File: config.mk
export PLATFORM = sky130hd
export DESIGN_NAME = sysclk_rate_ctrl
export DESIGN_NICKNAME = d
export VERILOG_FILES = /design/src/rtl/sysclk_rate_pkg.sv /design/src/rtl/sysclk_wake_eval.sv /design/src/rtl/sysclk_div_counter.sv /design/src/rtl/sysclk_rate_ctrl.sv
export SDC_FILE = /design/constraint.sdc
export NUM_CORES = 1
export LEC_CHECK = 0
export BUFFER_PORTS_ARGS = -buffer_cell sky130_fd_sc_hd__buf_2
export CORE_MARGIN = 5
export CORE_UTILIZATION = 27
export CTS_CLUSTER_DIAMETER = 150
export CTS_CLUSTER_SIZE = 12
export DETAILED_ROUTE_END_ITERATION = 7
export PLACE_DENSITY_LB_ADDON = 0.12
export SLEW_MARGIN = 20
export SYNTH_ARGS = -nofsm -noshare
export SYNTH_HDL_FRONTEND = slang
export SYNTH_SLANG_ARGS = --single-unit
File: constraint.sdc
create_clock -name clk -period 2.3 [get_ports clk]
set_clock_uncertainty 0.2 [all_clocks]
set_input_delay 0.345 -clock clk [delete_from_list [all_inputs] [get_ports clk]]
set_output_delay 0.345 -clock clk [all_outputs]
set_load 0.01 [all_outputs]
File: src/rtl/sysclk_rate_pkg.sv
package sysclk_rate_pkg;

  typedef enum logic [1:0] {
    MODE_RUN_FAST  = 2'b00,
    MODE_IDLE_FAST = 2'b01,
    MODE_RUN_SLOW  = 2'b10,
    MODE_IDLE_SLOW = 2'b11
  } pwr_mode_e;

  // The upper mode bit marks the slow-rate modes.
  function automatic logic mode_is_slow(input logic [1:0] m);
    return m[1];
  endfunction

endpackage

File: src/rtl/sysclk_wake_eval.sv
module sysclk_wake_eval #(
  parameter int NUM_SRC = 3
) (
  input  logic               clk,
  input  logic               rst_n,
  input  logic [NUM_SRC-1:0] cond,
  input  logic [NUM_SRC-1:0] cond_en,
  input  logic               wrap,
  output logic               boost
);

  logic [NUM_SRC-1:0] live;
  logic               wake_now;
  logic               seen_q, seen_d;

  for (genvar i = 0; i < NUM_SRC; i++) begin : g_src
    assign live[i] = cond[i] & cond_en[i];
  end

  assign wake_now = |live;

  // Remembers any enabled condition seen since the last boundary.
  always_comb begin
    seen_d = seen_q;
    if (wrap) seen_d = 1'b0;
    else if (wake_now) seen_d = 1'b1;
  end

  always_ff @(posedge clk or negedge rst_n) begin
    if (!rst_n) seen_q <= 1'b0;
    else        seen_q <= seen_d;
  end

  assign boost = wake_now | seen_q;

  AST_BOOST_CLEARS: assert property (@(posedge clk) disable iff (!rst_n)
    (wrap && !wake_now) |=> (boost == wake_now)) else $error("boost held over boundary");

endmodule

File: src/rtl/sysclk_div_counter.sv
module sysclk_div_counter #(
  parameter int FACT_W = 3
) (
  input  logic              clk,
  input  logic              rst_n,
  input  logic [FACT_W-1:0] sel_log2,
  input  logic              sel_fast,
  output logic              tick,
  output logic              fast_active
);

  localparam int CNT_W = (1 << FACT_W) - 1;

  logic [FACT_W-1:0] act_q, act_d;
  logic              fast_q, fast_d;
  logic [CNT_W-1:0]  cnt_q, cnt_d;
  logic [CNT_W:0]    lim_wide;
  logic [CNT_W-1:0]  limit;
  logic              wrap;

  assign lim_wide = ({{CNT_W{1'b0}}, 1'b1} << act_q) - 1'b1;
  assign limit    = lim_wide[CNT_W-1:0];
  assign wrap     = (cnt_q == limit);

  // A new factor and rate are taken only at the boundary.
  always_comb begin
    cnt_d  = cnt_q + 1'b1;
    act_d  = act_q;
    fast_d = fast_q;
    if (wrap) begin
      cnt_d  = '0;
      act_d  = sel_log2;
      fast_d = sel_fast;
    end
  end

  always_ff @(posedge clk or negedge rst_n) begin
    if (!rst_n) begin
      cnt_q  <= '0;
      act_q  <= '0;
      fast_q <= 1'b1;
    end else begin
      cnt_q  <= cnt_d;
      act_q  <= act_d;
      fast_q <= fast_d;
    end
  end

  assign tick        = wrap;
  assign fast_active = fast_q;

  AST_CNT_IN_RANGE: assert property (@(posedge clk) disable iff (!rst_n)
    cnt_q <= limit) else $error("counter past limit");
  AST_FACTOR_HELD: assert property (@(posedge clk) disable iff (!rst_n)
    !tick |=> ($stable(act_q) && $stable(fast_active))) else $error("rate changed mid-period");

endmodule

File: src/rtl/sysclk_rate_ctrl.sv
module sysclk_rate_ctrl
  import sysclk_rate_pkg::*;
#(
  parameter int FACT_W = 3
) (
  input  logic              clk,
  input  logic              rst_n,
  input  logic [1:0]        mode,
  input  logic [FACT_W-1:0] fast_log2,
  input  logic [FACT_W-1:0] slow_log2,
  input  logic              irq_wake_en,
  input  logic              risc_wake_en,
  input  logic              irq_pend,
  input  logic              core_awake,
  input  logic              risc_busy,
  output logic              tick,
  output logic              fast_active
);

  localparam int NUM_SRC = 3;

  logic [1:0]         rst_sync_q;
  logic               rst_int_n;
  logic [NUM_SRC-1:0] cond, cond_en;
  logic               boost;
  logic               sel_fast;
  logic [FACT_W-1:0]  sel_log2;

  // Assert asynchronously, release on the clock.
  always_ff @(posedge clk or negedge rst_n) begin
    if (!rst_n) rst_sync_q <= 2'b00;
    else        rst_sync_q <= {rst_sync_q[0], 1'b1};
  end
  assign rst_int_n = rst_sync_q[1];

  assign cond    = {risc_busy, core_awake, irq_pend};
  assign cond_en = {risc_wake_en, irq_wake_en, irq_wake_en};

  sysclk_wake_eval #(.NUM_SRC(NUM_SRC)) i_wake (
    .clk     (clk),
    .rst_n   (rst_int_n),
    .cond    (cond),
    .cond_en (cond_en),
    .wrap    (tick),
    .boost   (boost)
  );

  always_comb begin
    sel_fast = !mode_is_slow(mode) || boost;
    sel_log2 = sel_fast ? fast_log2 : slow_log2;
  end

  sysclk_div_counter #(.FACT_W(FACT_W)) i_div (
    .clk         (clk),
    .rst_n       (rst_int_n),
    .sel_log2    (sel_log2),
    .sel_fast    (sel_fast),
    .tick        (tick),
    .fast_active (fast_active)
  );

  AST_FAST_MODE: assert property (@(posedge clk) disable iff (!rst_int_n)
    (tick && !mode[1]) |=> fast_active) else $error("fast mode not fast");
  AST_SLOW_MODE: assert property (@(posedge clk) disable iff (!rst_int_n)
    (tick && mode[1] && !boost) |=> !fast_active) else $error("slow mode not slow");

endmodule

==> summary by stage, run 1 <==
STA
At the pin with the least slew margin, the transition time is 0.505 ns. After layout, the worst setup slack is -0.0107 ns. Based on the critical path, the design can be clocked at up to 433 MHz. Setup repair after global routing could not meet its margin everywhere. Setup violations remaining at the end of the flow were counted as 1.

The number of pins exceeding their max-slew limit in the final report is 0. The worst slew margin relative to its limit is 66.3%. The number of hold violations in the final report is 0.

The share of the clock period used by the worst path is 100%. The final critical path time including I/O delays and setup is 2.31 ns.

Global route
The number of antenna violations at the first check in global routing is 0. The first global-routing pass estimated 2610 µm of wire. The total overflow reported by the global router is 0. Entering global routing, the biggest net connects 13 pins. The global routing usage summed across all routing layers is 8.11%.

The number of global-route vias before repair is 582.

Hold path
The min-delay analysis places its worst path in the category register to asynchronous set/reset pin.

Placed design
Before CTS, the worst setup slack after placement is 0.0734 ns. The last weighted congestion value of the routability-driven placer is 0.705. The detailed placement HPWL is 1060 µm. The count of buffers inserted at the top-level ports is 15.

Power
The total power density per cell area is 1170 nW/µm². The design draws 1.12 mW. VDD sags by at most 0.462 mV. In this run the static leakage power is 0.403 nW.

Die
The width of the die is 62.9 µm. The starting utilization of the core area is 27.8%. The row count is 19. The floorplan step defined a die boundary enclosing 3950 µm².

The floorplan step defined a core boundary enclosing 2710 µm². The I/O pin total is 17. The height of the chip is 62.9 µm.

Synthesis
In this run, synthesis produced a sequential element count of 14. Each instance of the synthesized netlist takes up on average 10.8 µm². The dominant synthesized flop cell is dfrtp_1. Sorting the synthesized cells by how often they occur yields dfrtp_1, nor2_1, nand2_1.

After synthesis, the share of flip-flops with an asynchronous set or reset is 100%. The sequential element share of the synthesized area is 46.6%. The synthesized design contains 0 enable-type register cells. Yosys printed 0 warnings. The number of nets in the synthesized netlist is 86. The synthesized cell area is 754 µm². The number of different library cells used by synthesis comes to 30. The number of cells produced by synthesis is 70.

The share of the synthesized area in the top cell type is 43.1%. The most frequent cell after synthesis is dfrtp_1. By area the synthesized netlist is led by dfrtp_1, mux2_2, xnor2_1, nor2_1, a311oi_4. dfrtp_1 takes more of the synthesized area than any other cell.

Setup path
The maximum fanout count along the critical path is 4. The start-to-end type of the worst setup path is register to output port. The endpoint type of the worst setup path is an output port. Data arrives at the worst endpoint at 1.77 ns.

The critical path launch point type is a register. The required arrival time at the worst endpoint is 1.75 ns.

Job
Across the run, the number of max-cap violations was 0.

Final layout
The diode insertion count for antenna repair is 0. The net count of the finished layout is 108. In the final layout, the share of cells above drive strength 1 is 40.7%. The growth of design area from synthesis to finish is 26.5%.

Drt
The pre-antenna-repair detailed-routing pass consisted of 4 iterations. Dividing the detail-routed via count by the number of cells gives 4.75. In the routed design, unresolved DRC markers number 0. The number of DRC violations after detailed-routing iteration 0 is 12.

The post-route antenna net violation count is 0. The detailed-route via count is 579. After detailed routing, the average wire length per cell comes to 11.9 µm. For this block, the routed nets add up to 1450 µm of wire.

Run status
The final reports fail on setup timing. The run finished, with violations left.

CTS
Counting along the longest clock path gives a buffer depth of 2. The clock reaches the later pin of the worst-skew pair after 0.28 ns. Buffers inserted during clock tree synthesis total 3.

After clock tree synthesis, the clock-pin slew on the worst setup and hold paths is 0.09 ns. The cell at the root of the clock tree is clkbuf_4. The number of sinks handled by clock tree synthesis is 14. CTS built an H-tree with a depth of 1. The TritonCTS clock tree is done.
placed cells by master (no fill, tap or decap), drive strengths merged:
cell type    instances
buf                 20
dfrtp               13
nor2                10
mux2                 7
nand2                6
xnor2                5
clkbuf               4
nor3                 2
nor4                 2
nand3                2
nor3b                1
a21oi                1
or3b                 1
o2111ai              1
inv                  1
o2111a               1
nor4bb               1
a221oi               1
nand4                1
o21ai                1
a311oi               1
and3                 1
xor2                 1
nor2b                1
o21a                 1
a211oi               1
ha                   1
dlygate4sd3          1
dfstp                1
conb                 1
cell type report:
type                       instances  area [µm²]
fill                             289        1760
multi-input combinational         51         400
sequential                        14         353
timing repair buffer              21         123
tap                               31        38.8
clock buffer                       4        36.3
inverter                           1        3.75
power breakdown:
group | total [mW] | switching [mW] | internal (mW)
combinational | 0.447 | 0.199 | 0.248
clock | 0.178 | 0.0820 | 0.0962
sequential | 0.490 | 0.138 | 0.352
per-layer routing:
metal | share of wire [%] | GRT usage (%)
met2 | 49 | 12.7
met5 | 0 | 0
met4 | 1.1 | 2.39
met3 | 5.2 | 3.78
met1 | 45 | 9.86
worst max-delay path, stage by stage, from the launching register on:
cell and delay [ns]:
dfrtp_1 0.45, inv_1 0.12, a221oi_1 0.32, o21ai_1 0.15, a311oi_4 0.26, buf_2 0.19
repair_timing:
item	CTS	global route
hold buffers	1	0
buffers inserted	1	0
gates resized for setup	4	2
endpoints found under the setup margin	1	5
pin swaps	1	0
endpoints found under the hold margin	2	0
gates cloned	0	0
cells by family (layout without fill, tap and decap cells):
logic type	Yosys count	in the layout	synth area share (%)
flops	14	14	46.6
buf+inv	5	26	3.98
other cells	1	1	0.497
mux	7	7	10.4
fa+ha+maj	1	1	1.66
simple gates	28	28	19.2
compound gates	8	8	10.6
xor+xnor	6	6	6.97
path summary, 6_finish.rpt:
| kind | start | end | slack (ns) | depth (start not counted) |
|---|---|---|---|---|
| max | i_div.cnt_q[5] | tick | -0.01 | 5 |
| min | rst_sync_q[1] | i_div.cnt_q[5] | 0.003 | 0 |
| max reg2reg | i_div.cnt_q[5] | i_div.act_q[2] | 0.12 | 6 |
| min reg2reg | rst_sync_q[1] | i_div.cnt_q[5] | 0.003 | 0 |
| max in group asynchronous | rst_sync_q[1] | i_div.act_q[2] | 1.53 | 0 |
| min in group clk | risc_wake_en | i_wake.seen_q | 0.13 | 3 |
sequential cells by signal (all words and copies together), names as in the netlist:
name               count
i_wake.seen_q          1
i_div.act_q            3
i_div.cnt_q            7
i_div.fast_active      1
rst_sync_q             2
metrics by stage:
step | util (%) | area, µm² | std cells | hold WS [ns] | setup TNS (ns)
2_1_floorplan | - | 754 | 70 | -0.151 | 0
3_3_place_gp | 32.5 | 880 | 117 | -0.0698 | 0
3_5_place_dp | 32.5 | 880 | 117 | -0.0673 | 0
4_1_cts | 35.2 | 953 | 123 | 0.0297 | -0.0335
5_1_grt | 35.2 | 955 | 122 | 0.0763 | -0.146
6_report | 35.2 | 955 | 122 | 0.00282 | -0.0107
(Power assumes the default switching activity.)
==> run 2, diff against run 1 <==
--- a/config.mk
+++ b/config.mk
@@ -5,6 +5,7 @@
 export SDC_FILE = /design/constraint.sdc
 export NUM_CORES = 1
 export LEC_CHECK = 0
+export ABC_AREA = 1
 export BUFFER_PORTS_ARGS = -buffer_cell sky130_fd_sc_hd__buf_2
 export CORE_MARGIN = 5
 export CORE_UTILIZATION = 27
==> constraint.sdc (replaced) <==
create_clock -name clk -period 2.1 [get_ports clk]
set_clock_uncertainty 0.2 [all_clocks]
set_input_delay 0.315 -clock clk [delete_from_list [all_inputs] [get_ports clk]]
set_output_delay 0.315 -clock clk [all_outputs]
set_load 0.01 [all_outputs]
==> run 2 against run 1 <==
  * The flow now finishes without violations
  * Die area increased by 20%
  * First-iteration DRC count increased to 4.1 times the previous value
  * Sequential share of layout area decreased by 6.1 points
  * Count of clock-buffer cells in the layout unchanged
  * Clock power increased by 10%
  * Global-route usage increased by 2.5 points
  * Sequential cell count unchanged
  * Routed wire length increased by 47%
  * Cell count increased by 70%
  * Critical path depth increased by 4
  * Non-clock buffer count increased by 2
  * Design area increased by 20%
  * Highest routed layer unchanged
==> summary by stage, run 2 <==
Setup path
Measured in cells, the most critical reg-to-reg path has a length of 9. The setup path with the least slack is of type register to output port. The origin of the critical flop-to-flop path is i_div.act_q[2]. The required arrival time at the worst endpoint is 1.58 ns. In this run the critical register-to-register path is captured at i_div.act_q[2]. Of all nets on the critical path, the largest fanout is 6. The setup slack of the worst register-to-register path is 0.41 ns. The worst setup path is launched from a register. The endpoint type of the worst setup path is an output port. The most critical setup path has its startpoint at i_div.act_q[2].

The data arrival time of the critical path is 1.53 ns.

Synthesis
Synthesis produced a netlist with a net count of 153. Summing the areas of all fa, ha and maj instances in the mapped netlist gives 1.34% of the synthesized area. The area fraction in and, or, nand and nor cells after synthesis is 40.0%. The number of warnings reported in the yosys synthesis log is 0. The share of synthesized registers carrying an async set or reset is 100%. The most frequent cell after synthesis is nand2_1. The count of state elements after synthesis is 14.

The cell area that synthesis handed to floorplanning was 935 µm². The cell type contributing the most total cell area after synthesis is dfrtp_1. After synthesis, the most frequently instantiated cells are nand2_1, inv_1, nand3_1. After synthesis, the largest family of logic cells by area is simple AND/OR/NAND/NOR gates. The average cell area after synthesis is 6.82 µm².

Of the synthesized area, sequential elements account for 37.6%. Sorting the synthesized cells by area gives the leading types as dfrtp_1, nand2_1, inv_1, nand3_1, xor2_1. The unique cell type count in the Yosys netlist is 20. Counting every instance in the synthesized netlist gives 137. The synthesized design devotes to its leading area cell type 34.8% of total area. In this run, synthesis inferred 0 flip-flops with an integrated enable. The multiplexer share of the synthesized area is 0%. The synthesized netlist devotes 0.535% of its cell area to compound gates. Summing the areas of all xor and xnor instances in the mapped netlist gives 5.62% of the synthesized area. The dominant synthesized flop cell is dfrtp_1.

Power
Registers are responsible for 56.2% of the overall power. The part of the total power dissipated in the clock network is 40.0%. The total power density per cell area is 428 nW/µm². The power dissipated by switching net loads is 0.103 mW. The net switching share of the total power is 20.9%.

The leakage power figure is 0.673 nW. The internal portion of the total power is 0.389 mW. The worst-case IR drop observed on VDD is 0.220 mV. The combinational cell fraction of total power is 3.8%.

Die
The starting utilization of the core area is 28.0%. The area inside the core boundary is 3340 µm². The I/O pin total is 17.

The row count is 21. The die covers 4740 µm². Measured along the x axis, the die boundary spans 68.8 µm. From bottom edge to top edge, the die measures 68.8 µm.

Global route
For this run the aggregate overflow at the end of global routing stands at 0. The number of global-route vias before repair came to 846. The first global-routing pass estimated 3660 µm of wire.

The global routing usage summed across all routing layers is 10.6%. The number of antenna violations at the first check in global routing is 0. The largest net degree at the start of global routing is 13.

CTS
After clock tree synthesis, the clock-pin slew on the worst setup and hold paths is 0.09 ns. The root buffer cell chosen for the clock tree is clkbuf_4. In this run the number of H-tree levels came out at 1. The clock passes through at most 2 buffers.

The latest clock arrival within the worst-skew pair is 0.29 ns. TritonCTS created 3 clock buffers. The tree built by TritonCTS fans out to 14 sinks.

The TritonCTS clock tree is done.

Final layout
The diode insertion count for antenna repair is 0. The register with the most flip-flops is i_div.cnt_q. The flip-flop count of the largest register after layout is 7. The post-route netlist has 24.8% of its cells at a drive strength greater than 1. Leaving out fill and tap cells, the most frequent cell in the layout is nand2_1. Once layout is complete, the utilization of the core stands at 34.4%. The net count of the finished layout is 178. In the layout the commonest cells are nand2_1, inv_1, nand3_1, buf_2, dfrtp_1. The growth of design area from synthesis to finish is 22.8%. The design area is 1150 µm². The largest registers in the layout are i_div.cnt_q: 7 flops, i_div.act_q: 3 flops, rst_sync_q: 2 flops.

Placed design
In this run the cell area measured after placement is 1040 µm². The count of buffers inserted at the top-level ports is 15. At the end of routability-driven placement, the weighted congestion stood at 0.785. Prior to clock tree synthesis, the placed netlist has a worst setup slack of 0.247 ns.

The detailed placement HPWL is 1590 µm.

Drt
The sum of met2 wire segment lengths after detailed routing is 1050 µm. Before antenna repair, the detailed router went through 4 iterations. The average wire per cell in the routed design is 10.3 µm.

Summed over all nets, wire length on met3 after detailed routing comes to 83 µm. The DRC violations left is 0. The detailed router finished its first iteration with 49 violations. Dividing the detail-routed via count by the number of cells gives 4.33.

After detailed routing, the wire length on met1 is 967 µm. For this block, the routed nets add up to 2130 µm of wire. The detailed-route via count is 896. The detail route stage leaves a number of antenna-violating nets equal to 0. The uppermost layer routed is met4.

STA
The number of pins exceeding their max-slew limit in the final report is 0. The post-route worst setup slack is 0.0579 ns. Setup repair after global routing could not meet its margin everywhere. The final critical path time including I/O delays and setup is 2.04 ns.

Measured against its own limit, the worst slew margin works out to 65.4%. The final-report setup violation count is 0. The achievable clock frequency is 490 MHz. The worst-case hold slack is 0.00544 ns. The slew of the pin with the lowest slew margin is 0.519 ns.

After layout, the worst path uses 97.2% of the clock period. The number of hold violations in the final report is 0.

Hold path
The classification of the worst-slack hold path is register to asynchronous set/reset pin.

Run status
The run finished with clean final reports.

Job
The number of maximum-capacitance constraint violations is 0.
run 2: timing repair:
| action | 4_1_cts | 5_1_grt |
|---|---|---|
| endpoints found under the hold margin | 2 | 0 |
| endpoints found under the setup margin | 1 | 1 |
| pin swaps | 3 | 4 |
| gates resized for setup | 8 | 4 |
| hold buffers | 1 | 0 |
| buffers inserted | 4 | 2 |
run 2: routing by layer:
| layer | vias up | GRT usage (%) |
|---|---|---|
| li1 | 457 | - |
| met1 | 412 | 13.3 |
| met2 | 23 | 17.5 |
| met3 | 4 | 1.46 |
| met4 | 0 | 5.84 |
| met5 | - | 0 |
run 2: stage by stage:
step / instances / TNS [ns] / power, mW
4_1_cts: 205 / 0 / 0.506
3_3_place_gp: 196 / 0 / 0.299
6_report: 207 / 0 / 0.491
2_1_floorplan: 137 / 0 / 0.284
3_5_place_dp: 196 / 0 / 0.300
5_1_grt: 207 / -0.0376 / 0.514
run 2: area by class of cell:
| class | instances | area, µm² |
|---|---|---|
| flip-flops and latches | 14 | 354 |
| well taps | 46 | 57.6 |
| clock buffers | 4 | 36.3 |
| multi-input cells | 93 | 455 |
| inverters | 27 | 101 |
| fillers | 382 | 2190 |
| repair buffers | 23 | 143 |
run 2: power groups by stage:
stage / sequential [mW] / combinational (mW) / clock (mW)
6_report: 0.276 / 0.0188 / 0.196
5_1_grt: 0.278 / 0.0219 / 0.214
4_1_cts: 0.277 / 0.0192 / 0.210
3_5_place_dp: 0.282 / 0.0178 / 0
3_3_place_gp: 0.282 / 0.0171 / 0
2_1_floorplan: 0.280 / 0.00433 / 0
run 2: worst max-delay path: stages, from the launching register on:
cell	delay, ns
dfrtp_2	0.41
buf_6	0.14
nand2_1	0.08
nand2_1	0.06
nand2_1	0.08
nand2_1	0.06
nor2_2	0.11
nand3_2	0.11
inv_1	0.07
buf_2	0.12
run 2: how the worst max path moves through the flow:
stage	endpoint
floorplan	tick
global placement	tick
detailed placement	tick
CTS	tick
global route	tick
finish	tick
run 2: kinds of logic after synthesis:
family,count (synthesis)
compound gates,1
xor+xnor,6
fa+ha+maj,1
buf+inv,30
flops,14
other cells,1
simple gates,84
==> run 3, diff against run 2 <==
--- a/config.mk
+++ b/config.mk
@@ -5,7 +5,6 @@
 export SDC_FILE = /design/constraint.sdc
 export NUM_CORES = 1
 export LEC_CHECK = 0
-export ABC_AREA = 1
 export BUFFER_PORTS_ARGS = -buffer_cell sky130_fd_sc_hd__buf_2
 export CORE_MARGIN = 5
 export CORE_UTILIZATION = 27
==> run 3 against run 2 <==
  * The run now ends with setup timing left
  * Core utilization up 3.9 points
  * Worst hold slack better by 0.0021 ns
  * Critical path depth down 3
  * Sequential share of layout area up 3.3 points
  * Cell count down 37%
  * Critical endpoint unchanged
  * Largest cell class unchanged
==> summary by stage, run 3 (synthesis gave the netlist of run 1 again) <==
Run status
The run finished, with violations left. The final reports fail on setup timing.

Power
The peak supply drop is 0.623 mV. After layout, the design draws a total of 1.34 mW. In this run the static leakage power is 0.457 nW. Power spread over the standard cell area amounts to 1290 nW/µm².

Final layout
i_div.cnt_q holds more flip-flops than any other register. In the final layout, the registers with the most flip-flops are i_div.cnt_q: 7 flops, i_div.act_q: 3 flops, rst_sync_q: 2 flops. Fill cells in the final layout number 293. The register with the most flip-flops in the layout has 7 of them. The share of final-layout standard cells stronger than drive strength 1 is 48.5%. The most common cell after layout, fill and taps aside is buf_2.

Leaving out fill and tap cells, the most frequent cells in the layout are buf_2, buf_4, dfrtp_1, nor2_1, nand2_1. The repair_antennas step left the layout with diodes totalling 0. The final-stage net count is 116.

The area growth from synthesis to layout is 37.5%.

CTS
The clock transition at the registers of the reported paths is 0.08 ns. The number of buffers inserted during clock tree synthesis is 3. The number of sinks handled by clock tree synthesis is 14. The cell at the root of the clock tree is clkbuf_4. Clock latency on the worst-skew pair, taken at its later pin, is 0.28 ns. The maximum level of the CTS H-tree is 1. The clock tree buffer depth is 2. The TritonCTS clock tree is done.

STA
The number of hold violations in the final report is 0. The final-report setup violation count is 4. Measured against its own limit, the worst slew margin works out to 66.5%. Derived from the worst setup path, the maximum achievable clock frequency is 428 MHz. The worst-case hold slack is 0.00750 ns. For the final routed database, the setup TNS stands at -0.262 ns. Setup repair after global routing could not meet its margin everywhere. The slew of the pin with the lowest slew margin is 0.502 ns. The number of pins exceeding their max-slew limit in the final report is 0. The final critical path time including I/O delays and setup is 2.34 ns.

The post-route worst setup slack is -0.238 ns. In the finished design, the share of the clock period the worst path needs comes to 111%.

Die
After floorplanning, the core was divided into 19 placement rows. The area inside the core boundary is 2710 µm². Measured along the x axis, the die boundary spans 62.9 µm. Once the floorplan was initialized, standard cells occupied 27.8% of the core.

Measured along the y axis, the die boundary spans 62.9 µm. The full die area is 3950 µm². For this design the top-level I/O count stands at 17.

Setup path
On the worst path, the slowest cell contributes a delay of 0.45 ns. Measured in cells, the most critical reg-to-reg path has a length of 6. The maximum fanout count along the critical path is 5.

The cell type of the slowest stage on the worst timing path is dfrtp_2. The most used cell along the critical path is buf_4. At the worst endpoint, the required time is 1.58 ns. The start-to-end type of the worst setup path is register to output port. The worst setup path is launched from a register. Walking the worst path, the cells encountered are buf_4 -> nor4bb_4 -> nor4_2 -> a311oi_4 -> buf_4 -> buf_6. Broken down by cell family, the worst path's largest delay share belongs to flip-flops.

The endpoint type of the worst setup path is an output port. The critical path crosses 6 cells after its start point. STA puts the critical path data arrival time at 1.82 ns. Together, buffers and inverters on the worst path number 3.

Drt
Before antenna repair, the detailed router went through 3 iterations. The post-route antenna net violation count is 0. The ratio of routed vias to standard cells is 4.64. The average wire per cell in the routed design is 12.0 µm. The detailed router placed 603 vias in this run. The detailed-route wire length is 1560 µm.

For this run, design rule violations remaining after detail routing come to 0. In this run, the number of DRC markers left after iteration 0 of detailed routing was 13.

Global route
The number of global-route vias before repair came to 627. Summed over all layers, the global routing overflow is 0. The global-route wire length before repair is 2770 µm.

The global routing usage summed across all routing layers is 8.92%. The number of antenna violations at the first check in global routing came to 0. The largest net degree at the start of global routing is 13.

Placed design
Routability-driven placement finished with a final weighted congestion of 0.703. The wire-length estimate of the detail-placed layout is 1090 µm. The count of buffers inserted at the top-level ports is 15.

Job
The tool flagged a number of max-cap violations equal to 0.

Hold path
The worst hold path belongs to the class register to asynchronous set/reset pin.
run 3: cell types whose count changed in the layout (fill, tap and decap cells not counted), sizes merged, moves of 2 or more:
cell / before / now
xor2: 5 / 1
xnor2: 1 / 5
nor4: 0 / 2
nand2: 54 / 6
mux2: 0 / 7
nand3: 18 / 2
buf: 22 / 28
nor2: 8 / 10
inv: 26 / 1
run 3: routing by layer:
layer	GRT usage (%)	up-vias	share of wire, %
li1	-	306	-
met1	9.83	287	45
met2	15.3	8	50
met3	3.60	2	4.4
met4	3.18	0	1.0
met5	0	-	0
run 3: area by class of cell:
cell class | instances | area [µm²] | share of cell area (%)
Tap cell | 31 | 38.8 | 3.74
Inverter | 1 | 3.75 | 0.362
Sequential cell | 14 | 354 | 34.1
Clock buffer | 4 | 36.3 | 3.50
Timing Repair Buffer | 29 | 189 | 18.2
Multi-Input combinational cell | 51 | 415 | 40.0
run 3: final timing paths:
check | start | endpoint | slack [ns]
max in group asynchronous | rst_sync_q[1] | i_div.cnt_q[5] | 1.33
setup reg to reg | i_div.act_q[1] | i_div.act_q[2] | -0.01
min in group clk | risc_wake_en | i_wake.seen_q | 0.10
hold / removal | rst_sync_q[1] | i_wake.seen_q | 0.008
setup / recovery | i_div.act_q[1] | tick | -0.24
hold reg to reg | rst_sync_q[1] | i_wake.seen_q | 0.008
run 3: stage by stage:
stage          area, µm²  setup WS [ns]  utilization, %  std cells
2_1_floorplan        767        -0.0529               -         70
3_3_place_gp         913        -0.0887            33.7        121
3_5_place_dp         913        -0.0952            33.7        121
4_1_cts             1050         -0.256            38.7        131
5_1_grt             1040         -0.355            38.3        130
6_report            1040         -0.238            38.3        130
run 3: what timing repair did:
| action | 4_1_cts | 5_1_grt |
|---|---|---|
| setup endpoints to repair | 5 | 9 |
| hold endpoints to repair | 2 | 0 |
| hold buffers | 1 | 0 |
| resized for setup | 12 | 0 |
| pin swaps | 0 | 1 |
| buffers inserted | 5 | 1 |
run 3: report_power, final:
group,switching [mW],internal (mW)
registers,0.148,0.387
logic,0.248,0.365
clock network,0.0882,0.105
total,0.484,0.857
